--- config.mk ---
export PLATFORM = sky130hd
export DESIGN_NAME = cycle_compare_timer
export DESIGN_NICKNAME = d
export VERILOG_FILES = /design/src/rtl/cycle_compare_timer_pkg.sv /design/src/rtl/cycle_compare_timer_ctrl.sv /design/src/rtl/cycle_compare_timer_dp.sv /design/src/rtl/cycle_compare_timer.sv
export SDC_FILE = /design/constraint.sdc
export NUM_CORES = 1
export LEC_CHECK = 0
export BUFFER_PORTS_ARGS = -buffer_cell sky130_fd_sc_hd__buf_2
export CAP_MARGIN = 20
export CORE_MARGIN = 2
export CORE_UTILIZATION = 52
export CTS_CLUSTER_DIAMETER = 200
export DETAILED_ROUTE_END_ITERATION = 7
export PLACE_DENSITY = 0.82
export SYNTH_ARGS = -nofsm -noshare
export SYNTH_HDL_FRONTEND = slang
export SYNTH_SLANG_ARGS = --single-unit
--- constraint.sdc ---
create_clock -name clk -period 4.7 [get_ports clk]
set_input_delay 0.94 -clock clk [delete_from_list [all_inputs] [get_ports clk]]
set_output_delay 0.94 -clock clk [all_outputs]
set_load 0.01 [all_outputs]
--- src/rtl/cycle_compare_timer_pkg.sv ---
package cycle_compare_timer_pkg;
  // Strobes passed from control to datapath for the counter.
  typedef struct packed {
    logic load;     // take wrData into the count
    logic advance;  // count plus one
  } cnt_strobe_t;
endpackage

--- src/rtl/cycle_compare_timer_ctrl.sv ---
module cycle_compare_timer_ctrl
  import cycle_compare_timer_pkg::*;
#(
  parameter int NUM_CMP = 2,
  parameter int SEL_W   = 2
) (
  input  logic               countEn,
  input  logic               wrEn,
  input  logic [SEL_W-1:0]   wrSel,
  output cnt_strobe_t        cntStb,
  output logic [NUM_CMP-1:0] cmpWr
);
  logic loadHit;

  // A counter write takes priority over the increment.
  assign loadHit        = wrEn && (wrSel == '0);
  assign cntStb.load    = loadHit;
  assign cntStb.advance = countEn && !loadHit;

  for (genvar k = 0; k < NUM_CMP; k++) begin : g_cmpDec
    assign cmpWr[k] = wrEn && (wrSel == SEL_W'(k + 1));
  end
endmodule

--- src/rtl/cycle_compare_timer_dp.sv ---
module cycle_compare_timer_dp
  import cycle_compare_timer_pkg::*;
#(
  parameter int NUM_CMP = 2,
  parameter int CNT_W   = 32,
  parameter int SEL_W   = 2
) (
  input  logic               clk,
  input  logic               rst,
  input  cnt_strobe_t        cntStb,
  input  logic [NUM_CMP-1:0] cmpWr,
  input  logic [CNT_W-1:0]   wrData,
  input  logic [SEL_W-1:0]   rdSel,
  output logic [CNT_W-1:0]   countOut,
  output logic [CNT_W-1:0]   rdData,
  output logic [NUM_CMP-1:0] irqPending
);
  localparam int FLAT_W = NUM_CMP * CNT_W;

  logic [CNT_W-1:0]  countQ;
  logic [CNT_W-1:0]  countNext;
  logic [FLAT_W-1:0] cmpFlat;

  // Natural wrap from all-ones to zero.
  assign countNext = countQ + CNT_W'(1);

  always_ff @(posedge clk) begin
    if (rst)                 countQ <= '0;
    else if (cntStb.load)    countQ <= wrData;
    else if (cntStb.advance) countQ <= countNext;
  end

  for (genvar k = 0; k < NUM_CMP; k++) begin : g_cmp
    logic [CNT_W-1:0] cmpReg;
    logic             pendReg;

    // A match happens only when an advance lands the count on the compare
    // value, so an equal value set by a write waits a full wrap.
    always_ff @(posedge clk) begin
      if (rst) begin
        cmpReg  <= '0;
        pendReg <= 1'b0;
      end else if (cmpWr[k]) begin
        cmpReg  <= wrData;
        pendReg <= 1'b0;
      end else if (cntStb.advance && (countNext == cmpReg)) begin
        pendReg <= 1'b1;
      end
    end

    assign cmpFlat[k*CNT_W +: CNT_W] = cmpReg;
    assign irqPending[k]             = pendReg;
  end

  always_comb begin
    rdData = '0;
    if (rdSel == '0) rdData = countQ;
    for (int k = 0; k < NUM_CMP; k++) begin
      if (rdSel == SEL_W'(k + 1)) rdData = cmpFlat[k*CNT_W +: CNT_W];
    end
  end

  assign countOut = countQ;
endmodule

--- src/rtl/cycle_compare_timer.sv ---
module cycle_compare_timer
  import cycle_compare_timer_pkg::*;
#(
  parameter int  NUM_CMP = 2,
  parameter int  CNT_W   = 32,
  localparam int SEL_W   = $clog2(NUM_CMP + 1)
) (
  input  logic               clk,
  input  logic               rst,
  input  logic               countEn,
  input  logic               wrEn,
  input  logic [SEL_W-1:0]   wrSel,
  input  logic [CNT_W-1:0]   wrData,
  input  logic [SEL_W-1:0]   rdSel,
  output logic [CNT_W-1:0]   rdData,
  output logic [CNT_W-1:0]   countOut,
  output logic [NUM_CMP-1:0] irqPending
);
  cnt_strobe_t        cntStb;
  logic [NUM_CMP-1:0] cmpWr;

  cycle_compare_timer_ctrl #(.NUM_CMP(NUM_CMP), .SEL_W(SEL_W)) ctrl_i (
    .countEn (countEn),
    .wrEn    (wrEn),
    .wrSel   (wrSel),
    .cntStb  (cntStb),
    .cmpWr   (cmpWr)
  );

  cycle_compare_timer_dp #(.NUM_CMP(NUM_CMP), .CNT_W(CNT_W), .SEL_W(SEL_W)) dp_i (
    .clk        (clk),
    .rst        (rst),
    .cntStb     (cntStb),
    .cmpWr      (cmpWr),
    .wrData     (wrData),
    .rdSel      (rdSel),
    .countOut   (countOut),
    .rdData     (rdData),
    .irqPending (irqPending)
  );
endmodule

Word-level counts from Yosys, hierarchy flattened:

Cells that the tools add are included.

* logic and storage cells: 29
* output and inout port bits: 66
* register bits: 98
* bits of input ports: 40

* add/sub/neg operators: 1
* equal/unequal tests: 6
* reduce and logical (&&, ||, !) cells: 12
* multiplexer cells: 5

Operators with widths (number)
* 32-bit two-way mux: 5
* 32-bit == test: 2
* 32-bit by 1-bit adder with 32-bit output, second input constant: 1
* 1-bit logical AND: 6
* 2-bit by 1-bit == test with 1-bit output, second input constant: 2
* 2-bit == test, second input constant: 2
* 2-bit zero test: 2
* 2-bit OR reduction: 2
* 2-bit nonzero test: 1
* 1-bit zero test: 1

Depth between registers and ports, before layout:

* word-level depth: 6
* gate-level depth with buffers: 10
* mapped depth without buffers: 8

By module:

From an unflattened synthesis, not the netlist that was laid out.

* cells, all modules: 834
* area, all modules: 6571.3 sq um

By module, submodules not included
* cycle_compare_timer_dp: area each 6525.0 sq um, seq. area each 1961.9 sq um, cells an instance 829, times used 1
* cycle_compare_timer_ctrl: area each 46.3 sq um, seq. area each 0.0 sq um, cells an instance 5, times used 1

Worst setup path before layout:

No wires, ideal clock.

* path type: input -> output
* start: input port rdSel[1]
* end: output port rdData[10]
* required time: 3.760 ns
* stages on the path: 4
* path slack: 1.715 ns
* arrival: 2.045 ns
* path buffers: 2
* cell sequence: clkbuf_1 clkbuf_1 mux2i_1 o21ai_0

* longest elaborated chain between the ends: 4
* elaborated cells between the ends (all ways): 6
* those cells by class: eq/ne: 2; mux: 3; reduce/logical: 1

RTL lines
* start: declaration: line cycle_compare_timer.sv:14 `input logic [SEL_W-1:0] rdSel,`
* 2-bit zero test: line cycle_compare_timer_dp.sv:57 `if (rdSel == '0) rdData = countQ;`
* 32-bit two-way mux: line cycle_compare_timer_dp.sv:57
* 32-bit two-way mux: line cycle_compare_timer_dp.sv:59 `if (rdSel == SEL_W'(k + 1)) rdData = cmpFlat[k*CNT_W +: CNT_W];`
* 32-bit two-way mux (*): line cycle_compare_timer_dp.sv:59
* end: declaration: line cycle_compare_timer.sv:15 `output logic [CNT_W-1:0] rdData,`

Mark *: on every way between the ends. The rest lies on a longest branch, timed or not.

Worst setup path after layout:

* start: register dp_i.countQ[0] (netlist: dp_i.countOut[0])
* end: register dp_i.g_cmp[1].pendReg

* longest elaborated chain between the ends: 3

RTL lines
* start: declaration: line cycle_compare_timer_dp.sv:20 `logic [CNT_W-1:0] countQ;`
* start signal: assignment: line cycle_compare_timer_dp.sv:29 `else if (cntStb.load) countQ <= wrData;`
* start signal: assignment: line cycle_compare_timer_dp.sv:30 `else if (cntStb.advance) countQ <= countNext;`
* 32-bit by 1-bit adder with 32-bit output: line cycle_compare_timer_dp.sv:25 `assign countNext = countQ + CNT_W'(1);`
* 32-bit == test: line cycle_compare_timer_dp.sv:46 `end else if (cntStb.advance && (countNext == cmpReg)) begin`
* 1-bit logical AND: line cycle_compare_timer_dp.sv:46
* end signal: assignment: line cycle_compare_timer_dp.sv:42 `pendReg <= 1'b0;`
* end signal: assignment: line cycle_compare_timer_dp.sv:45 `pendReg <= 1'b0;`
* end signal: assignment: line cycle_compare_timer_dp.sv:47 `pendReg <= 1'b1;`
* end: declaration: line cycle_compare_timer_dp.sv:35 `logic pendReg;`

Every way passes these cells.
A chain may end at the register's enable or synchronous reset.

==> flow_summary.toml <==
[timing]
max_freq_ghz = 0.287
slew_violations = 0
finalHoldViolCount = 0
finalSetupViolations = 0
tns_ps = 0
max_slew_margin_pct = 32.1
period_minus_slack_ps = 3480
worst_clock_skew_ps = 3.24
worstMarginPinSlew_ps = 1020
period_share_pct = 74.0
grt_setup_unrepaired = "false"

[cts]
cts_tree = "yes"
post_cts_buffers = 0
htreeDepth = 3
clkLatencyLatePin_ps = 350
clock-sinks = 98
clk_pin_slew_ps = 70
cts_buffers = 9
cts_buffer_depth = 2
cts_root_buf = "clkbuf_16"
post_cts_resized = 0
cts_hold_buffers = 0

[layout]
drive_above_1_share_pct = 15.1
mostFrequentLayoutCell = "nand2_1"
layout.cells.non_filler = 1095
final_cell_mix = "nand2_1, buf_2, dfxtp_1"
final_nets = 959
area_growth_pct = 10.3
antenna_cells = 0

[setup_path]
cp-start-kind = "flip-flop"
crit_fanout = 15
critPathKind = "reg -> reg"
critPathRequiredTime_ps = 4980
crit_arrival_ps = 3760
end_kind = "flip-flop"

[placed_design]
dp.final_hpwl_mm = 13.3
numPlacedInstances = 1079
portBuffers = 105
gp_congestion = 0.968

[routing]
drc = 0
wl_mm = 19.5
vias = 6478
drt_iter0_drc = 832
first_pass_iters = 5
routedWlPerCell_um = 17.8
vias_per_cell = 5.92
postRouteAntennaNets = 0

[floorplan]
die_area_um2 = 13700
std_cell_rows = 41
die_y_um = 117
core_um2 = 12600
ios = 106
die_w_um = 117
start_util_pct = 53.0

[synth]
synth_edf_count = 0
ys.flop_type = "dfxtp_1"
synth-async-reset-ratio_pct = 0
synth_cell_types = 61
synth_nets = 922
ys_seq_area_share_pct = 29.4
syn_inst = 881
synth_warnings = 0
synth.ff_latch_count = 98
syn_avg_cell_area_um2 = 7.57
syn_area_um2 = 6670

[global_routing]
grt_pass1_vias = 5923
overflow = 0
antenna_found_initial = 0
gr-usage-all-layers_pct = 28.6
grt_max_degree = 99
grt_first_pass_wirelength_mm = 30.7

[min_path]
hold_path_class = "reg -> reg"

[flow_run]
maxCapViolCount = 0

[status]
status = "completed"

[pwr]
power.leakage_nw = 2.83
power_density_nw_per_um2 = 263
ir_drop_mv = 0.176
logic make-up (layout without fill, tap and decap cells):
group,after synthesis,in the layout,share of synthesized area (%)
adder cells (fa/ha/maj),1,1,0.188
AND/OR/NAND/NOR,368,368,26.7
XOR/XNOR,99,99,15.5
multiplexers,36,36,5.41
flip-flops,98,98,29.4
buffers and inverters,96,138,6.25
AO/OA/AOI/OAI,183,183,16.6
through the flow:
step                util (%)  setup slack [ps]  cell area, um2  hold slack, ps  total power [mW]
finish                  58.5              1220            7360             484              1.93
global route            58.5               967            7360             496              2.01
CTS                     58.5              1280            7360             482              1.93
detailed placement      56.4              1300            7090             472              1.26
global placement        56.4              1380            7090             464              1.26
floorplan                  -              1710            6670             449              1.15
power by group:
group / internal [mW] / switching (mW) / leakage (nW) / total, mW
sequential: 0.864 / 0.0676 / 0.798 / 0.932
clock: 0.372 / 0.313 / 0.133 / 0.684
combinational: 0.143 / 0.175 / 1.90 / 0.318
total: 1.38 / 0.555 / 2.83 / 1.93
Yosys cell counts (3+ instances only):
cell type | instances | share of area, %
xnor2_1 | 46 | 6.0
dfxtp_1 | 98 | 29
mux2i_1 | 36 | 5.4
nand3b_1 | 6 | 0.68
nor3_1 | 10 | 0.75
or2_2 | 3 | 0.28
buf_2 | 9 | 0.68
clkbuf_1 | 70 | 3.9
inv_1 | 8 | 0.45
xor2_1 | 41 | 5.4
nand2_1 | 189 | 11
and3b_1 | 4 | 0.53
o32ai_1 | 3 | 0.39
nor2_1 | 48 | 2.7
a311oi_1 | 4 | 0.53
xnor3_1 | 11 | 3.7
buf_6 | 3 | 0.51
o21ai_0 | 42 | 3.2
nor2b_1 | 8 | 0.75
nand3_1 | 21 | 1.6
buf_4 | 6 | 0.68
or3_1 | 9 | 0.84
and4_1 | 6 | 0.79
and3_1 | 11 | 1.0
a211oi_1 | 31 | 3.5
nand4_1 | 19 | 1.8
or4_1 | 5 | 0.56
o22ai_1 | 4 | 0.38
a21oi_1 | 77 | 5.8
nor4_1 | 14 | 1.3
critical path, stage by stage (launching register included):
cell	delay, ps
dfxtp_1	540
ha_1	310
nand3_2	270
or4_1	860
o21ai_0	310
a21oi_1	100
a2111o_1	390
or4_1	520
o21ai_1	120
area by class of cell:
type,count,area (um2)
flip-flops and latches,98,1960
multi-input cells,687,4290
repair buffers,114,593
fillers,1145,5210
well taps,172,215
clock buffers,13,250
inverters,8,30.0
clock inverters,3,15.0
flip-flops by register name, indices dropped and copies added, names as in the netlist:
name	cells
dp_i.g_cmp.pendReg	2
dp_i.countOut	32
dp_i.g_cmp.cmpReg	64
metal layers:
| metal | wire length, um | global-route usage (%) | part of all wire (%) |
|---|---|---|---|
| met5 | 0 | 0 | 0 |
| met4 | 385 | 8.16 | 2.0 |
| met3 | 1550 | 4.53 | 7.9 |
| met2 | 8950 | 45.7 | 46 |
| met1 | 8630 | 40.1 | 44 |
worst paths after layout:
kind | cells past startpoint | startpoint | to | slack [ps]
hold / removal | 2 | dp_i.g_cmp[0].cmpReg[20] | dp_i.g_cmp[0].cmpReg[20] | 480
setup / recovery | 8 | dp_i.countOut[0] | dp_i.g_cmp[1].pendReg | 1220
setup reg to reg | 8 | dp_i.countOut[0] | dp_i.g_cmp[1].pendReg | 1220
hold reg to reg | 2 | dp_i.g_cmp[0].cmpReg[20] | dp_i.g_cmp[0].cmpReg[20] | 480
(Power assumes the default switching activity.)
